## config.mk

```make
export PLATFORM = sky130hd
export DESIGN_NAME = conv_sequencer
export DESIGN_NICKNAME = d
export VERILOG_FILES = /design/src/rtl/conv_seq_pkg.sv /design/src/rtl/conv_ch_pick.sv /design/src/rtl/conv_timer.sv /design/src/rtl/conv_result_stub.sv /design/src/rtl/conv_sequencer.sv
export SDC_FILE = /design/constraint.sdc
export NUM_CORES = 1
export LEC_CHECK = 0
export CAP_MARGIN = 20
export CORE_ASPECT_RATIO = 0.7
export CORE_MARGIN = 10
export CORE_UTILIZATION = 30
export DETAILED_ROUTE_END_ITERATION = 8
export GPL_TIMING_DRIVEN = 1
export PLACE_DENSITY = 0.6
export SLEW_MARGIN = 0
export SYNTH_ARGS = -nofsm -noshare
export SYNTH_HDL_FRONTEND = slang
export SYNTH_SLANG_ARGS = --single-unit
```

## constraint.sdc

```tcl
create_clock -name clk_i -period 6.48 [get_ports clk_i]
set_clock_uncertainty 0.2 [all_clocks]
set_input_delay 1.296 -clock clk_i [delete_from_list [all_inputs] [get_ports clk_i]]
set_output_delay 1.296 -clock clk_i [all_outputs]
set_load 0.01 [all_outputs]
```

## src/rtl/conv_seq_pkg.sv

```systemverilog
package conv_seq_pkg;
  typedef enum logic [2:0] {
    MD_IDLE   = 3'd0,
    MD_CONT   = 3'd1,
    MD_SINGLE = 3'd2,
    MD_ZCAL   = 3'd3,
    MD_FCAL   = 3'd4
  } mode_e;

  typedef enum logic [1:0] {
    ST_IDLE,
    ST_WAIT,
    ST_RUN
  } state_e;

  function automatic mode_e decode_mode(input logic [2:0] code);
    return (code <= 3'd4) ? mode_e'(code) : MD_IDLE;
  endfunction
endpackage

```

## src/rtl/conv_ch_pick.sv

```systemverilog
// Next enabled channel after cur_i, ascending with wrap (cur_i itself is tried last).
module conv_ch_pick #(
  parameter int NUM_CH = 2,
  localparam int CH_W = (NUM_CH > 1) ? $clog2(NUM_CH) : 1
) (
  input  logic [NUM_CH-1:0] en_i,
  input  logic [CH_W-1:0]   cur_i,
  output logic [CH_W-1:0]   nxt_o,
  output logic              found_o
);
  always_comb begin
    nxt_o   = cur_i;
    found_o = 1'b0;
    for (int k = 1; k <= NUM_CH; k++) begin
      int idx;
      idx = (int'(cur_i) + k) % NUM_CH;
      if (!found_o && en_i[CH_W'(idx)]) begin
        found_o = 1'b1;
        nxt_o   = CH_W'(idx);
      end
    end
  end
endmodule

```

## src/rtl/conv_timer.sv

```systemverilog
module conv_timer #(
  parameter int FW_W  = 7,
  parameter int TICKS = 207,
  localparam int CNT_W = $clog2(((1 << FW_W) - 1) * TICKS + 1)
) (
  input  logic            clk_i,
  input  logic            rst_ni,
  input  logic            restart_i,
  input  logic            run_i,
  input  logic [FW_W-1:0] fw_i,
  output logic            expire_o
);
  logic [CNT_W-1:0] cnt_q;
  logic [CNT_W-1:0] target_w;
  logic [FW_W-1:0]  fw_eff_w;

  assign fw_eff_w = (fw_i == '0) ? FW_W'(1) : fw_i;
  assign target_w = CNT_W'(fw_eff_w) * CNT_W'(TICKS);
  assign expire_o = run_i && (cnt_q == target_w - CNT_W'(1));

  always_ff @(posedge clk_i or negedge rst_ni) begin
    if (!rst_ni)        cnt_q <= '0;
    else if (restart_i) cnt_q <= '0;
    else if (run_i)     cnt_q <= cnt_q + CNT_W'(1);
  end
endmodule

```

## src/rtl/conv_result_stub.sv

```systemverilog
// Stand-in for the filter: result is a running sequence number.
module conv_result_stub #(
  parameter int DATA_W = 24
) (
  input  logic              clk_i,
  input  logic              rst_ni,
  input  logic              capture_i,
  output logic [DATA_W-1:0] result_o
);
  logic [DATA_W-1:0] seq_q;

  always_ff @(posedge clk_i or negedge rst_ni) begin
    if (!rst_ni)        seq_q <= DATA_W'(1);
    else if (capture_i) seq_q <= seq_q + DATA_W'(1);
  end

  assign result_o = seq_q;
endmodule

```

## src/rtl/conv_sequencer.sv

```systemverilog
module conv_sequencer
  import conv_seq_pkg::*;
#(
  parameter int NUM_CH = 2,
  parameter int FW_W   = 7,
  parameter int DATA_W = 24,
  parameter int TICKS  = 207,
  localparam int CH_W  = (NUM_CH > 1) ? $clog2(NUM_CH) : 1
) (
  input  logic                     clk_i,
  input  logic                     rst_ni,
  input  logic                     mode_we_i,
  input  logic [CH_W:0]            mode_addr_i,
  input  logic [2:0]               mode_i,
  input  logic [NUM_CH-1:0]        ch_en_i,
  input  logic [NUM_CH*FW_W-1:0]   fw_i,
  input  logic                     rdy_all_i,
  input  logic                     sync_en_i,
  input  logic                     sync_i,
  input  logic [NUM_CH-1:0]        rd_ack_i,
  output logic                     conv_start_o,
  output logic [CH_W-1:0]          conv_ch_o,
  output logic [2:0]               mode_o,
  output logic [NUM_CH-1:0]        rdy_bits_o,
  output logic                     rdy_no,
  output logic [NUM_CH*DATA_W-1:0] ch_data_o
);
  state_e                         state_q;
  mode_e                          mode_q, new_mode_w;
  logic [CH_W-1:0]                ch_q, first_ch_w, next_ch_w, wr_ch_w;
  logic                           first_any_w, next_any_w;
  logic                           start_q;
  logic [NUM_CH-1:0]              rdy_q, rdy_set_w;
  logic [NUM_CH-1:0][DATA_W-1:0]  data_q;
  logic [DATA_W-1:0]              result_w;
  logic [FW_W-1:0]                fw_cur_w;
  logic                           expire_w, done_w, go_w, restart_w;
  logic                           is_cal_w, is_single_w, is_cont_w, st_wait_w;
  logic                           any_rdy_w, all_rdy_w;
  logic                           unused_addr_w;

  assign unused_addr_w = mode_addr_i[0];
  assign new_mode_w    = decode_mode(mode_i);
  assign wr_ch_w       = mode_addr_i[CH_W:1];

  assign is_cal_w    = (mode_q == MD_ZCAL) || (mode_q == MD_FCAL);
  assign is_single_w = (mode_q == MD_SINGLE);
  assign is_cont_w   = (mode_q == MD_CONT);
  assign st_wait_w   = (state_q == ST_WAIT);

  conv_ch_pick #(.NUM_CH(NUM_CH)) u_first (
    .en_i(ch_en_i), .cur_i(CH_W'(NUM_CH - 1)), .nxt_o(first_ch_w), .found_o(first_any_w)
  );
  conv_ch_pick #(.NUM_CH(NUM_CH)) u_next (
    .en_i(ch_en_i), .cur_i(ch_q), .nxt_o(next_ch_w), .found_o(next_any_w)
  );

  assign fw_cur_w = fw_i[ch_q*FW_W +: FW_W];
  assign go_w     = st_wait_w && (!sync_en_i || sync_i) && (!is_cont_w || first_any_w);
  assign done_w   = (state_q == ST_RUN) && expire_w;
  assign restart_w = go_w || (done_w && is_cont_w && next_any_w);

  conv_timer #(.FW_W(FW_W), .TICKS(TICKS)) u_timer (
    .clk_i, .rst_ni, .restart_i(restart_w), .run_i(state_q == ST_RUN),
    .fw_i(fw_cur_w), .expire_o(expire_w)
  );

  conv_result_stub #(.DATA_W(DATA_W)) u_stub (
    .clk_i, .rst_ni, .capture_i(done_w && !is_cal_w && !mode_we_i), .result_o(result_w)
  );

  always_comb begin
    rdy_set_w = '0;
    if (done_w) begin
      if (is_cal_w) rdy_set_w = '1;
      else          rdy_set_w[ch_q] = 1'b1;
    end
  end

  always_ff @(posedge clk_i or negedge rst_ni) begin
    if (!rst_ni) begin
      state_q <= ST_IDLE;
      mode_q  <= MD_IDLE;
      ch_q    <= '0;
      start_q <= 1'b0;
      rdy_q   <= '0;
      data_q  <= '0;
    end else begin
      start_q <= 1'b0;
      if (mode_we_i) begin
        // write aborts everything and wins over a same-cycle completion
        mode_q  <= new_mode_w;
        ch_q    <= wr_ch_w;
        rdy_q   <= '0;
        state_q <= (new_mode_w == MD_IDLE) ? ST_IDLE : ST_WAIT;
      end else begin
        rdy_q <= (rdy_q & ~rd_ack_i) | rdy_set_w;
        unique case (state_q)
          ST_WAIT: if (go_w) begin
            state_q <= ST_RUN;
            start_q <= 1'b1;
            if (is_cont_w) ch_q <= first_ch_w;
          end
          ST_RUN: if (done_w) begin
            if (!is_cal_w) data_q[ch_q] <= result_w;
            if (is_cont_w) begin
              if (next_any_w) begin
                ch_q    <= next_ch_w;
                start_q <= 1'b1;
              end else begin
                state_q <= ST_WAIT;
              end
            end else begin
              mode_q  <= MD_IDLE;
              state_q <= ST_IDLE;
            end
          end
          default: ;
        endcase
      end
    end
  end

  assign any_rdy_w = |rdy_q;
  assign all_rdy_w = (|ch_en_i) && ((rdy_q | ~ch_en_i) == '1);

  assign conv_start_o = start_q;
  assign conv_ch_o    = ch_q;
  assign mode_o       = mode_q;
  assign rdy_bits_o   = rdy_q;
  assign rdy_no       = rdy_all_i ? !all_rdy_w : !any_rdy_w;
  assign ch_data_o    = data_q;
endmodule

```

# Word-level counts from Yosys, hierarchy flattened
# Cells that the tools add are included.
[word_totals]
register_bits = 96
input_bits = 29
output_inout_bits = 56
wordCells = 125
[classes]
n_addsub = 5
n_mul = 2
n_lt_le_gt_ge = 5
eq_ne = 15
shift = 1
muxes = 47
n_bitwise = 7
n_reduce_logical = 34
[ops]
columns = ["cell", "count"]
rows = [
  ["bitwise mux 48 bit", 1],
  ["2-to-1 mux 15 bit", 2],
  ["adder 24 x 1 -> 24 bit, second input constant", 1],
  ["demux 24 bit (select 1 bit)", 1],
  ["2-to-1 mux 1 bit", 24],
  ["2-to-1 mux 24 bit", 1],
  ["2-to-1 mux 2 bit", 8],
  ["adder 15 x 1 -> 15 bit, second input constant", 1],
  ["== test 15 bit", 1],
  ["multiplier 7 x 8 -> 15 bit, second input constant", 1],
  ["2-to-1 mux 3 bit", 5],
  ["!= test 3 bit, second input constant", 5],
  ["subtractor 15 x 1 -> 15 bit, second input constant", 1],
  ["variable part select 14 x 5 -> 7 bit", 1],
  ["logical AND 1 bit", 11],
  ["!= test 4 bit, second input constant", 2],
  ["AND reduction 4 bit", 2],
  ["logical NOT 1 bit", 7],
  ["logical NOT 7 bit", 1],
  ["2-to-1 mux 7 bit", 1],
  ["AND reduction 7 bit", 1],
  ["less-than comparator 1 x 3 -> 1 bit, second input constant", 2],
  ["nonzero test 2 bit", 3],
  ["== test 2 bit, second input constant", 2],
  ["other kinds (22)", 31],
]

# Depth between registers and ports, before layout
[logic_depth]
ltp_word = 13
mapped_depth = 22

# By module
# Synthesis repeated with hierarchy kept, for this count alone.
[hier_totals]
cells_unflattened = 559
area_unflattened_um2 = 6098.3
[modules_own_cells]
columns = ["mod", "n_inst", "cells_per_inst", "area_per_inst_um2"]
rows = [
  ["conv_sequencer", 1, 182, 2603.7],
  ["conv_timer", 1, 283, 2377.3],
  ["conv_result_stub", 1, 90, 1084.8],
  ["conv_ch_pick", 2, 2, 16.3],
]

# Worst setup path before layout
# No wires, ideal clock.
[synth_timing]
path_type = "input port to flip-flop"
from = "input port fw_i[10]"
to = "register data_q (netlist bit ch_data_o[13])"
t_arrival_ns = 6.218
t_required_ns = 6.152
setup_slack_ns = -0.066
path_stages = 18
cell_sequence = "mux2_2 -> ha_1 -> fa_1 -> inv_1 -> fa_1 -> fa_1 -> inv_1 -> ha_1 -> buf_2 -> a21oi_1 -> o21ai_0 -> o311a_1 -> mux2i_1 -> a311oi_1 -> nand4_4 -> nor4_4 -> buf_6 -> mux2_1"
[synth_via]
elab_chain_cells = 9
[synth_rtl]
columns = ["item", "line_no", "source"]
rows = [
  ["start: declaration", "conv_sequencer.sv:16", "input logic [NUM_CH*FW_W-1:0] fw_i,"],
  ["variable part select 14 x 5 -> 7 bit *", "conv_sequencer.sv:58", "assign fw_cur_w = fw_i[ch_q*FW_W +: FW_W];"],
  ["logical NOT 7 bit", "conv_timer.sv:17", "assign fw_eff_w = (fw_i == '0) ? FW_W'(1) : fw_i;"],
  ["2-to-1 mux 7 bit *", "conv_timer.sv:17", ""],
  ["multiplier 7 x 8 -> 15 bit *", "conv_timer.sv:18", "assign target_w = CNT_W'(fw_eff_w) * CNT_W'(TICKS);"],
  ["subtractor 15 x 1 -> 15 bit *", "conv_timer.sv:19", "assign expire_o = run_i && (cnt_q == target_w - CNT_W'(1));"],
  ["== test 15 bit *", "conv_timer.sv:19", ""],
  ["logical AND 1 bit *", "conv_timer.sv:19", ""],
  ["logical AND 1 bit *", "conv_sequencer.sv:60", "assign done_w = (state_q == ST_RUN) && expire_w;"],
  ["AND reduction 4 bit (no source line) *", "--", ""],
  ["end signal: indexed assignment", "conv_sequencer.sv:105", "if (!is_cal_w) data_q[ch_q] <= result_w;"],
  ["end: declaration", "conv_sequencer.sv:34", "logic [NUM_CH-1:0][DATA_W-1:0] data_q;"],
]
# Mark *: on every way between the ends. The rest lies on a longest branch, timed or not.
# A chain may end at the register's enable or synchronous reset.

# Final worst setup path
[layout_timing]
from = "input port fw_i[7]"
to = "register data_q (netlist bit ch_data_o[1])"
# The elaborated chain is that of the path after synthesis.

==> impl_metrics.ini <==
[critical_path]
cp_common_cell = fa_1
path_cells = clkdlybuf4s50_1 > mux2i_2 > nand3_2 > fa_1 > inv_2 > fa_1 > fa_1 > inv_2 > ha_4 > buf_4 > a21o_1 > o2bb2ai_2 > nor4_2 > nand4_1 > nor4_4 > nand4_4 > buf_6 > nor4_4 > buf_6 > clkbuf_16 > mux2_1
reg2reg_to = ch_data_o[1]
crit_type = in2reg
cp-startpoint = fw_i[7]
cp_slowest_cell = fa_1
critPathBufInv = 7
cp-endpoint = ch_data_o[1]
worstPathRequired_ns = 6.50
start_kind = primary input
cp_num_cells = 21
cp-end-kind = register
r2r_start = conv_ch_o
worstPathMaxFanout = 6
ff2ff_path_depth = 20
critPathTopFamily = adder cells
cp.arrival_ns = 6.30
r2r_setup_slack_ns = 0.50
cp_slowest_stage_delay_ns = 0.53

[synth]
synth_common_cells = 95 x dfrtp_1, 44 x nand2_1, 40 x mux2_1
ys_async_sr_fraction_pct = 100
seq_area_frac_synth_pct = 38.5
syn-cell-area_um2 = 6240
yosysTopAreaCellShare_pct = 38.1
synth_edf_count = 0
synth_ff_type = dfrtp_1
synthDistinctLibCells = 65
yosys.area_share.simple_pct = 17.4
netlist_instances = 600
ys_ff_latch = 96
synth_compound_area_share_pct = 7.80
syn_avg_cell_area_um2 = 10.4
yosys.area.top_type = dfrtp_1
synth_nets = 680
synth_adder_area_share_pct = 11.7
netlist_top_cells_area = dfrtp_1 38%, ha_1 7.8%, mux2_1 7.2%, xor2_1 4.9%, fa_1 3.9%
yosys.area_share.xor_xnor_pct = 7.86
synth_mux_area_share_pct = 12.3
synth_most_common_cell = dfrtp_1
ys_warn_count = 0
synth_top_family_by_area = simple AND/OR/NAND/NOR gates

[clocking]
cts_tree = built
cts-root-buf = clkbuf_16
worstSkewPairLatency_ns = 0.35
cts_buffer_depth = 2
cts.sinks = 96
path_clk_slew_ns = 0.07
cts_buffers = 9
cts_max_level = 3

[placement]
dp_hpwl_mm = 11.9
place_congestion = 0.850
dp_slack_ns = -0.437
io_buffers = 83

[cells_and_area]
final_nets = 828
antenna_cells = 0
area_growth_pct = 38.7
drive_gt1_share_pct = 21.0

[timing]
min_period_over_period_pct = 96.9
fmax_mhz = 159
setup_tns_ns = 0
final-setup-viol-count = 0
period_minus_slack_ns = 6.28
final-max-slew-violation-count = 0
setup_ws_ns = 0.203
max_slew.worst_pin.slew_ns = 1.03
finalHoldViolCount = 0
max_slew_margin_pct = 31.4
rsz0062_at_grt = no
hold_ws_ns = 0.282

[die]
ioPinCount = 85
start_util_pct = 30.3
num_rows = 44
die_h_um = 141
core_area_um2 = 20600
die-area_um2 = 27100
die-width_um = 192

[drt]
routed_wl_mm = 16.7
drc = 0
drt_iter0_markers = 356
vias_per_cell = 4.89
wl_per_cell_um = 16.2
ant_nets = 0
drtPass1Iterations = 6
num_vias = 5025

[power_and_ir_drop]
leakage_nw = 4.10
ir_worst_vdd_v = 0.000340
power.density_nw_per_um2 = 435
power.total_mw = 3.77

[min_path]
holdCritPathClass = reg2reg

[global_routing]
antenna_found_initial = 0
grt_max_degree = 59
grt.total_usage_pct = 12.0
grt_pass1_wl_mm = 26.4
grt_overflow = 0
grt_pass1_vias = 4844

[run_status]
status = finished, final reports clean

[job]
maxCapViolCount = 0
## routing by layer
metal  global-route usage [%]  up-vias  part of all wire [%]
met3                     2.96       10                   6.2
li1                         -     2430                     -
met4                     1.99        0                  0.76
met5                        0        -                     0
met1                     18.3     2460                    52
met2                     16.5      125                    41
## report_power, final
| part | total, mW | internal, mW | switching [mW] | leakage (nW) |
|---|---|---|---|---|
| logic | 2.52 | 1.25 | 1.27 | 2.61 |
| clock network | 0.612 | 0.378 | 0.234 | 0.166 |
| registers | 0.631 | 0.610 | 0.0215 | 1.32 |
## metrics by stage
stage	util [%]	instance area, um^2	instances
finish	42.0	8650	1028
global placement	37.9	7790	997
global route	42.0	8650	1028
floorplan	-	6250	600
detailed placement	37.9	7790	997
CTS	40.8	8410	1022
## sequential cells by signal (all words and copies together), names as in the netlist
register,cells
ch_data_o,48
u_stub.result_o,24
u_timer.cnt_q,15
mode_o,3
rdy_bits_o,2
state_q,2
conv_ch_o,1
conv_start_o,1
## how the worst min path moves through the flow
stage | start | to | slack (ns) | cells after the start
floorplan | u_stub.result_o[23] | u_stub.result_o[23] | 0.26 | 1
global placement | ch_data_o[14] | ch_data_o[14] | 0.27 | 1
detailed placement | ch_data_o[20] | ch_data_o[20] | 0.27 | 1
CTS | ch_data_o[20] | ch_data_o[20] | 0.29 | 1
global route | ch_data_o[42] | ch_data_o[42] | 0.30 | 1
finish | ch_data_o[43] | ch_data_o[43] | 0.28 | 1
## cell type report
type	count	area, um^2
sequential	96	2400
timing repair buffer	163	1640
inverter	35	131
multi-input combinational	443	3790
fill	2002	11900
tap	276	345
clock buffer	9	225
clock inverter	6	116
## cells in the final DEF (no fill, tap or decap), types with 12 or more instances in the layout
cell type        instances
dfrtp_1                 95
clkdlybuf4s50_1         69
buf_4                   65
nand2_1                 44
mux2_1                  37
xor2_1                  34
ha_1                    32
inv_1                   31
nor2_1                  30
nor3_1                  29
xnor2_1                 19
nand3_1                 16
nand4_1                 16
o21ai_0                 15
dlymetal6s2s_1          13
mux2i_1                 12
## kinds of logic (layout without fill, tap and decap cells)
family / after synthesis / count (layout)
buf+inv: 61 / 213
simple gates: 199 / 199
flops: 96 / 96
fa+ha+maj: 51 / 51
xor+xnor: 56 / 56
compound gates: 69 / 69
mux: 68 / 68
## what timing repair did
item | in CTS | in global routing
endpoints found under the setup margin | 50 | 75
endpoints found under the hold margin | 0 | 0
pin swaps | 14 | 14
setup buffers | 7 | 2
cloned | 3 | 3
hold buffers | 0 | 0
resized for setup | 22 | 36
(Power assumes the default switching activity.)
